===== config.mk =====
export PLATFORM = sky130hd
export DESIGN_NAME = uart_stat_irq
export DESIGN_NICKNAME = d
export VERILOG_FILES = /design/src/rtl/uart_stat_pkg.sv /design/src/rtl/uart_rx_errq.sv /design/src/rtl/uart_tx_evt.sv /design/src/rtl/uart_int_prio.sv /design/src/rtl/uart_stat_irq.sv
export SDC_FILE = /design/constraint.sdc
export NUM_CORES = 1
export LEC_CHECK = 0
export ABC_AREA = 1
export ABC_CLOCK_PERIOD_IN_PS = 2300
export BUFFER_PORTS_ARGS = -buffer_cell sky130_fd_sc_hd__clkbuf_2
export CORE_ASPECT_RATIO = 0.5
export CORE_MARGIN = 1.5
export CORE_UTILIZATION = 40
export DETAILED_ROUTE_END_ITERATION = 12
export PLACE_DENSITY = 0.71
export SLEW_MARGIN = 20
export SYNTH_ARGS = -nofsm -noshare
export SYNTH_HDL_FRONTEND = slang
export SYNTH_SLANG_ARGS = --single-unit

===== constraint.sdc =====
create_clock -name clk -period 2.3 [get_ports clk]
set_input_delay 0.46 -clock clk [delete_from_list [all_inputs] [get_ports clk]]
set_output_delay 0.46 -clock clk [all_outputs]
set_load 0.03 [all_outputs]

===== src/rtl/uart_stat_pkg.sv =====
package uart_stat_pkg;
  localparam int FLAG_W = 3;  // {break, framing, parity}

  typedef enum logic [3:0] {
    ISR_NONE  = 4'h1,
    ISR_TXE   = 4'h2,
    ISR_RXRDY = 4'h4,
    ISR_LINE  = 4'h6
  } isr_code_e;

  // Receive trigger threshold in bytes for each selector value.
  function automatic logic [7:0] trig_level(input logic [1:0] sel);
    case (sel)
      2'd0:    return 8'd1;
      2'd1:    return 8'd4;
      2'd2:    return 8'd8;
      default: return 8'd14;
    endcase
  endfunction

  // Encoded ISR low nibble from enabled pending sources, highest first.
  function automatic isr_code_e pick_source(input logic line_p, input logic rx_p,
                                            input logic tx_p);
    if (line_p)    return ISR_LINE;
    else if (rx_p) return ISR_RXRDY;
    else if (tx_p) return ISR_TXE;
    else           return ISR_NONE;
  endfunction
endpackage


===== src/rtl/uart_rx_errq.sv =====
module uart_rx_errq
  import uart_stat_pkg::*;
#(
  parameter int DEPTH = 16,
  parameter int CW    = $clog2(DEPTH + 1)
) (
  input  logic              clk,
  input  logic              rst_n,
  input  logic [CW-1:0]     rx_count,
  input  logic              push,
  input  logic [FLAG_W-1:0] push_flags,
  input  logic              pop,
  output logic [FLAG_W-1:0] head_flags,
  output logic              any_err
);
  logic [FLAG_W-1:0] slot_q [DEPTH];
  logic [FLAG_W-1:0] slot_d [DEPTH];
  logic              do_pop;
  logic [CW-1:0]     ins_idx;

  assign do_pop  = pop && (rx_count != '0);
  assign ins_idx = do_pop ? rx_count - 1'b1 : rx_count;

  always_comb begin
    for (int i = 0; i < DEPTH; i++) slot_d[i] = slot_q[i];
    if (do_pop) begin
      for (int i = 0; i < DEPTH - 1; i++) slot_d[i] = slot_q[i + 1];
      slot_d[DEPTH-1] = '0;
    end
    if (push) begin
      for (int i = 0; i < DEPTH; i++)
        if (ins_idx == CW'(i)) slot_d[i] = push_flags;
    end
  end

  always_ff @(posedge clk or negedge rst_n) begin
    if (!rst_n) begin
      for (int i = 0; i < DEPTH; i++) slot_q[i] <= '0;
    end else begin
      for (int i = 0; i < DEPTH; i++) slot_q[i] <= slot_d[i];
    end
  end

  assign head_flags = (rx_count != '0) ? slot_q[0] : '0;

  always_comb begin
    any_err = 1'b0;
    for (int i = 0; i < DEPTH; i++) any_err = any_err | (|slot_q[i]);
  end
endmodule


===== src/rtl/uart_tx_evt.sv =====
module uart_tx_evt #(
  parameter int CW = 5
) (
  input  logic          clk,
  input  logic          rst_n,
  input  logic [CW-1:0] tx_count,
  input  logic          thr_wr,
  input  logic          isr_rd,
  input  logic          isr_shows_tx,
  output logic          pend,
  output logic          empty_evt
);
  logic prev_nz_q;
  logic clr;

  assign empty_evt = prev_nz_q && (tx_count == '0);
  assign clr       = thr_wr || (isr_rd && isr_shows_tx);

  always_ff @(posedge clk or negedge rst_n) begin
    if (!rst_n) begin
      prev_nz_q <= 1'b0;
      pend      <= 1'b0;
    end else begin
      prev_nz_q <= (tx_count != '0);
      if (clr)            pend <= 1'b0;
      else if (empty_evt) pend <= 1'b1;
    end
  end
endmodule


===== src/rtl/uart_int_prio.sv =====
module uart_int_prio
  import uart_stat_pkg::*;
(
  input  logic       fifo_en,
  input  logic [2:0] ier_en,
  input  logic       line_pend,
  input  logic       rx_pend,
  input  logic       tx_pend,
  output logic [7:0] isr,
  output logic       irq
);
  isr_code_e code;

  assign code = pick_source(line_pend && ier_en[2], rx_pend && ier_en[0],
                            tx_pend && ier_en[1]);
  assign isr  = {fifo_en, fifo_en, 2'b00, code};
  assign irq  = (code != ISR_NONE);
endmodule


===== src/rtl/uart_stat_irq.sv =====
module uart_stat_irq
  import uart_stat_pkg::*;
#(
  parameter int DEPTH = 16,
  parameter int CW    = $clog2(DEPTH + 1)
) (
  input  logic          clk,
  input  logic          rst_n,
  input  logic          fifo_en,
  input  logic [2:0]    ier_en,
  input  logic [1:0]    trig_sel,
  input  logic [CW-1:0] rx_count,
  input  logic          rx_push,
  input  logic          rx_push_pe,
  input  logic          rx_push_fe,
  input  logic          rx_push_bi,
  input  logic          rx_overrun,
  input  logic          rhr_rd,
  input  logic [CW-1:0] tx_count,
  input  logic          tx_shift_idle,
  input  logic          thr_wr,
  input  logic          lsr_rd,
  input  logic          isr_rd,
  output logic [7:0]    lsr_o,
  output logic [7:0]    isr_o,
  output logic          irq_o
);
  logic [FLAG_W-1:0] head_flags;
  logic              any_err;
  logic              ovr_q;
  logic              rx_pend;
  logic              line_pend;
  logic              thre_pend;
  logic              tx_empty_evt;
  logic              isr_shows_tx;

  uart_rx_errq #(.DEPTH(DEPTH), .CW(CW)) u_errq (
    .clk        (clk),
    .rst_n      (rst_n),
    .rx_count   (rx_count),
    .push       (rx_push),
    .push_flags ({rx_push_bi, rx_push_fe, rx_push_pe}),
    .pop        (rhr_rd),
    .head_flags (head_flags),
    .any_err    (any_err)
  );

  always_ff @(posedge clk or negedge rst_n) begin
    if (!rst_n)          ovr_q <= 1'b0;
    else if (rx_overrun) ovr_q <= 1'b1;
    else if (lsr_rd)     ovr_q <= 1'b0;
  end

  assign rx_pend   = fifo_en ? (8'(rx_count) >= trig_level(trig_sel))
                             : (rx_count != '0);
  assign line_pend = ovr_q || (|head_flags);

  assign isr_shows_tx = (isr_o[3:0] == ISR_TXE);

  uart_tx_evt #(.CW(CW)) u_txevt (
    .clk          (clk),
    .rst_n        (rst_n),
    .tx_count     (tx_count),
    .thr_wr       (thr_wr),
    .isr_rd       (isr_rd),
    .isr_shows_tx (isr_shows_tx),
    .pend         (thre_pend),
    .empty_evt    (tx_empty_evt)
  );

  uart_int_prio u_prio (
    .fifo_en   (fifo_en),
    .ier_en    (ier_en),
    .line_pend (line_pend),
    .rx_pend   (rx_pend),
    .tx_pend   (thre_pend),
    .isr       (isr_o),
    .irq       (irq_o)
  );

  assign lsr_o = {any_err,
                  (tx_count == '0) && tx_shift_idle,
                  (tx_count == '0),
                  head_flags,
                  ovr_q,
                  (rx_count != '0)};
endmodule


==> results of run 1 <==
==> layout make-up <==
type / count / area share (%)
Clock buffer: 8 / 3.70
Sequential cell: 51 / 30.2
Inverter: 51 / 4.73
Timing Repair Buffer: 74 / 12.2
Multi-Input combinational cell: 367 / 45.9
Tap cell: 112 / 3.31
==> metal layers <==
layer / vias to the layer above / part of all wire (%) / GRT usage (%)
met1: 1609 / 48 / 25.9
met3: 9 / 4.4 / 3.07
met4: 0 / 0.92 / 4.61
li1: 1744 / - / -
met5: - / 0 / 0
met2: 81 / 47 / 32.9
==> synthesized netlist by cell type, drive strengths merged <==
| cell | number |
|---|---|
| inv | 51 |
| clkbuf | 11 |
| conb | 1 |
| a21oi | 4 |
| nor2 | 23 |
| nor3 | 5 |
| nand4 | 57 |
| o21bai | 2 |
| nand3b | 1 |
| ha | 6 |
| nand2 | 193 |
| nand3 | 27 |
| o21ai | 40 |
| buf | 27 |
| dfrtp | 51 |
| nor4 | 6 |
==> critical path, cell delays in order <==
cell,delay (ns)
clkbuf_2,0.11
clkinvlp_4,0.13
ha_4,0.14
inv_2,0.04
nor2_4,0.13
nand2_4,0.10
o21ai_2,0.14
o21bai_4,0.15
nand2_4,0.07
nor2_4,0.14
clkbuf_8,0.17
==> placed cells by master, fill, tap and decap left out, types with 10 or more instances in the layout <==
cell,synthesis,routed
nor2_1,15,13
dfrtp_1,51,51
inv_1,50,44
clkbuf_2,0,37
nor2_4,7,10
nand2_1,184,181
nand3_1,22,22
o21ai_0,40,38
buf_4,12,32
nand4_1,57,57
==> cell families (layout without fill, tap and decap cells) <==
| logic type | after synthesis | after routing |
|---|---|---|
| AO/OA/AOI/OAI | 46 | 46 |
| adder cells (fa/ha/maj) | 6 | 6 |
| buffers and inverters | 89 | 133 |
| flip-flops | 51 | 51 |
| other | 1 | 3 |
| AND/OR/NAND/NOR | 312 | 312 |
==> flip-flops by register name, summed over array words and instances (netlist names) <==
| signal | flops |
|---|---|
| u_errq.slot_q | 48 |
| u_txevt.pend | 1 |
| ovr_q | 1 |
| u_txevt.prev_nz_q | 1 |
==> worst min-delay path by stage <==
stage | startpoint | depth (start not counted) | slack (ns) | to
floorplan | rst_n | 0 | 0.16 | ovr_q
global placement | rst_n | 2 | 0.48 | u_errq.slot_q[18]
detailed placement | rst_n | 2 | 0.49 | u_errq.slot_q[22]
CTS | rst_n | 2 | 0.18 | u_errq.slot_q[22]
global route | rst_n | 2 | 0.19 | u_errq.slot_q[27]
finish | rst_n | 2 | 0.15 | u_errq.slot_q[22]
==> where the power goes <==
group          switching [mW]  leakage (nW)  internal (mW)
Combinational           0.541          1.39          0.318
Clock                   0.328        0.0772          0.464
Sequential             0.0994         0.677           1.05
==> repair_timing <==
action / 4_1_cts / 5_1_grt
pin swaps: 3 / 10
endpoints found under the setup margin: 2 / 4
setup buffers: 2 / 1
cloned: 0 / 0
gates resized for setup: 5 / 17
hold buffers: 0 / 0
==> impl_metrics.csv, run 1 <==
group,metric,value,unit
status,status,"complete, no violations",
layout,syn2layout_area_growth,19.7,%
detailed_routing,via_count,3443,
layout,drive_above_1_share,22.7,%
yosys,synthMuxAreaShare,0,%
yosys,synth-compound-area-share,7.29,%
sta,setup_viol,0,
global_route,grt_pass1_vias,3208,
clock_network,clock_latency,0.29,ns
layout,ff_latch_area,1280,um2
hold_path,min_path_type,"in2async",
yosys,synth-seq-cells,51,
layout,fin_nets,584,
detailed_routing,wl_per_cell,13.4,um
setup_path,setup.worst_path.start_class,"input port",
layout,fillers,793,
placed_design,port_buffers,41,
setup_path,r2r-start,"u_errq.slot_q[46]",
global_route,grt_max_degree,52,
die,dieArea,9440,um2
setup_path,crit_required,1.84,ns
detailed_routing,drc,0,
clock_network,clk_path_buf_depth,2,
clock_network,path_clk_slew,0.06,ns
layout,final_area,4230,um2
yosys,postSynthAreaPerCell,7.00,um2
detailed_routing,drt_iter0_markers,272,
power,p_leak,2.14,nW
sta,fin_tns_setup,0,ns
yosys,yosysSeqAreaShare,36.1,%
yosys,synth_warnings,0,
layout,multi_input_area,1940,um2
yosys,synthCells,505,
setup_path,cp-endpoint,"isr_o[0]",
placed_design,place.gp.congestion,0.840,
placed_design,dp.cells,652,
flow_run,maxCapViolCount,0,
sta,drv_slew,0,
clock_network,cts_tree,"yes",
setup_path,ff2ff_path_depth,6,
die,dieHeight,69.5,um
power,ir_drop,0.000356,V
global_route,overflow,0,
clock_network,cts_sinks,51,
die,io_pins,45,
yosys,synthDistinctLibCells,26,
detailed_routing,dr.pass1.iters,5,
sta,holdWs,0.150,ns
clock_network,cts-root-buf,"clkbuf_16",
setup_path,worstSetupPathType,"in2out",
setup_path,cp-end-kind,"primary output",
layout,fin_util,51.0,%
global_route,grt_use_total,19.4,%
placed_design,place_area,3950,um2
global_route,antenna_found_initial,0,
global_route,grt_pass1_wl,14.8,mm
yosys,yosysTopAreaCell,"dfrtp_1",
sta,finalCriticalPeriod,2.24,ns
placed_design,pre_cts_ws,-0.0398,ns
yosys,synth_top_area_share,36.1,%
detailed_routing,antenna_left,0,
die,start_util,42.6,%
yosys,synth-simple-area-share,41.9,%
die,rows,23,
yosys,ys_top_cells_by_area,"dfrtp_1 (36%), nand2_1 (20%), nand4_1 (10%)",
setup_path,worst-path-max-fanout,5,
detailed_routing,wirelength,8.91,mm
clock_network,cts_buffers,5,
yosys,synth_xor_area_share,0,%
placed_design,dp_hpwl,6.19,mm
power,finalPower,2.80,mW
die,coreArea,8290,um2
detailed_routing,viasPerCell,5.19,
sta,finClkSkew,0.00565,ns
die,die-width,136,um
layout,finalNonFillerCells,663,
setup_path,r2r-end,"u_txevt.pend",
yosys,synthAdderAreaFrac,2.12,%
clock_network,cts_max_level,2,
sta,post-route-period-util,97.6,%
sta,max_freq,445,MHz
setup_path,critPathLaunch,"rx_count[0]",
sta,fin_ws,0.0552,ns
yosys,synth_top_family_by_area,"simple AND/OR/NAND/NOR gates",
yosys,syn_area,3530,um2
power,power_density,662,nW/um2
layout,diodes,0,
sta,timing.final.hold_violations,0,
setup_path,crit_arrival,1.78,ns
setup_path,r2r_setup_slack,0.99,ns
Note: power is estimated with default switching activity, not from simulation.
==> run 2: changes to the inputs <==
==> constraint.sdc (replaced) <==
create_clock -name clk -period 2.3 [get_ports clk]
set_input_delay 0.46 -clock clk [delete_from_list [all_inputs] [get_ports clk]]
set_output_delay 0.46 -clock clk [all_outputs]
set_load 0.02 [all_outputs]
==> run 2 against run 1 <==
Sequential power about the same. First-iteration DRC count rose by 42%. Fmax up 1.3%. Non-clock buffer count decreased by 3. Sequential cell count unchanged. Hold slack lost 0.053 ns. Sequential share of layout area up 0.70 points.
==> impl_metrics.csv, run 2 (synthesis results as in run 1) <==
group,metric,value,unit
status,status,"complete, no violations",
setup_path,cp-end-kind,"primary output",
layout,finalNonFillerCells,660,
sta,max_freq,451,MHz
sta,fin_ws,0.0850,ns
global_route,overflow,0,
layout,ff_latch_area,1280,um2
setup_path,worstSetupPathType,"in2out",
hold_path,min_path_type,"in2async",
die,dieHeight,69.5,um
sta,post-route-period-util,96.3,%
die,die-width,136,um
detailed_routing,via_count,3404,
detailed_routing,drt_iter0_markers,387,
clock_network,clock_latency,0.29,ns
detailed_routing,dr.pass1.iters,5,
die,rows,23,
detailed_routing,antenna_left,0,
layout,fin_nets,581,
power,p_leak,2.11,nW
setup_path,critPathLaunch,"rx_count[0]",
setup_path,crit_required,1.84,ns
placed_design,dp_hpwl,5.99,mm
global_route,grt_max_degree,65,
setup_path,worst-path-max-fanout,5,
sta,finClkSkew,0.00569,ns
global_route,grt_pass1_wl,14.3,mm
flow_run,maxCapViolCount,0,
clock_network,ctsHoldBuffers,0,
clock_network,clk_path_buf_depth,2,
power,finalPower,2.67,mW
layout,largest_reg_flops,48,
clock_network,cts_tree,"yes",
detailed_routing,drc,0,
die,coreArea,8290,um2
global_route,grt_pass1_vias,3038,
sta,fin_tns_setup,0,ns
sta,drv_slew,0,
placed_design,pre_cts_ws,-0.000579,ns
layout,multi_input_area,1910,um2
die,io_pins,45,
sta,timing.final.hold_violations,0,
layout,drive_above_1_share,20.8,%
setup_path,r2r-start,"u_errq.slot_q[46]",
clock_network,cts-root-buf,"clkbuf_16",
detailed_routing,wirelength,8.70,mm
setup_path,setup.worst_path.start_class,"input port",
detailed_routing,viasPerCell,5.16,
layout,final_cell_mix,"nand2_1 (182), nand4_1 (57), dfrtp_1 (51)",
die,start_util,42.6,%
layout,fillers,806,
clock_network,cts_sinks,51,
sta,setup_viol,0,
clock_network,cts_max_level,2,
setup_path,crit_arrival,1.75,ns
global_route,grt_use_total,18.9,%
die,dieArea,9440,um2
clock_network,cts_buffers,5,
layout,top_register,"u_errq.slot_q",
detailed_routing,wl_per_cell,13.2,um
placed_design,dp.cells,648,
layout,syn2layout_area_growth,17.0,%
global_route,antenna_found_initial,0,
placed_design,port_buffers,41,
placed_design,place.gp.congestion,0.842,
sta,finalCriticalPeriod,2.21,ns
layout,diodes,0,
power,power_density,646,nW/um2
clock_network,path_clk_slew,0.06,ns
layout,final_common_cell,"nand2_1",
power,ir_drop,0.000338,V
-- run 2: cell types whose count changed in the layout (fill, tap and decap cells not counted), sizes merged --
cell    previous run  this run
clkinv             0         1
buf               36        33
clkbuf            46        45
-- run 2: cell type report --
type,count,share of cell area [%]
Clock buffer,7,3.21
Sequential cell,51,30.9
Clock inverter,1,0.121
Multi-Input combinational cell,367,46.2
Inverter,51,4.72
Tap cell,112,3.39
Timing Repair Buffer,71,11.5
-- run 2: critical path, stage by stage --
cell and delay [ns]:
clkbuf_2 0.12, clkinvlp_4 0.13, ha_2 0.28, nand4_1 0.07, nand4_1 0.14, o21bai_4 0.20
nand2_2 0.09, nor2_4 0.09, inv_2 0.03, buf_4 0.14
-- run 2: final timing paths --
check | endpoint | slack, ns | cells past startpoint
setup / recovery | irq_o | 0.09 | 10
setup reg to reg | u_txevt.pend | 0.87 | 7
min in group clk | ovr_q | 0.35 | 2
hold / removal | u_errq.slot_q[22] | 0.1 | 1
max in group asynchronous | u_errq.slot_q[1] | 1.59 | 2
hold reg to reg | ovr_q | 0.55 | 2
-- run 2: repair_timing --
action,4_1_cts,5_1_grt
setup endpoints to repair,2,4
gates cloned,0,0
gates resized for setup,1,18
buffers inserted,0,4
pin swaps,0,7
-- run 2: power breakdown --
group	switching, mW	total (mW)	internal (mW)
sequential	0.0976	1.15	1.05
combinational	0.515	0.818	0.302
clock	0.303	0.705	0.402
-- run 2: layer usage --
metal	vias up	track usage, %	wire length (um)
met4	0	3.31	44
met5	-	0	0
li1	1733	-	-
met2	97	30.3	3980
met3	5	3.14	436
met1	1569	27.2	4240
-- run 2: per-stage QoR --
stage               utilization, %  instance area [um2]  hold WS (ns)
global placement              46.9                 3890         0.409
finish                        49.9                 4130        0.0969
detailed placement            46.9                 3890         0.414
floorplan                        -                 3560         0.164
CTS                           48.6                 4030         0.111
global route                  49.9                 4130         0.115
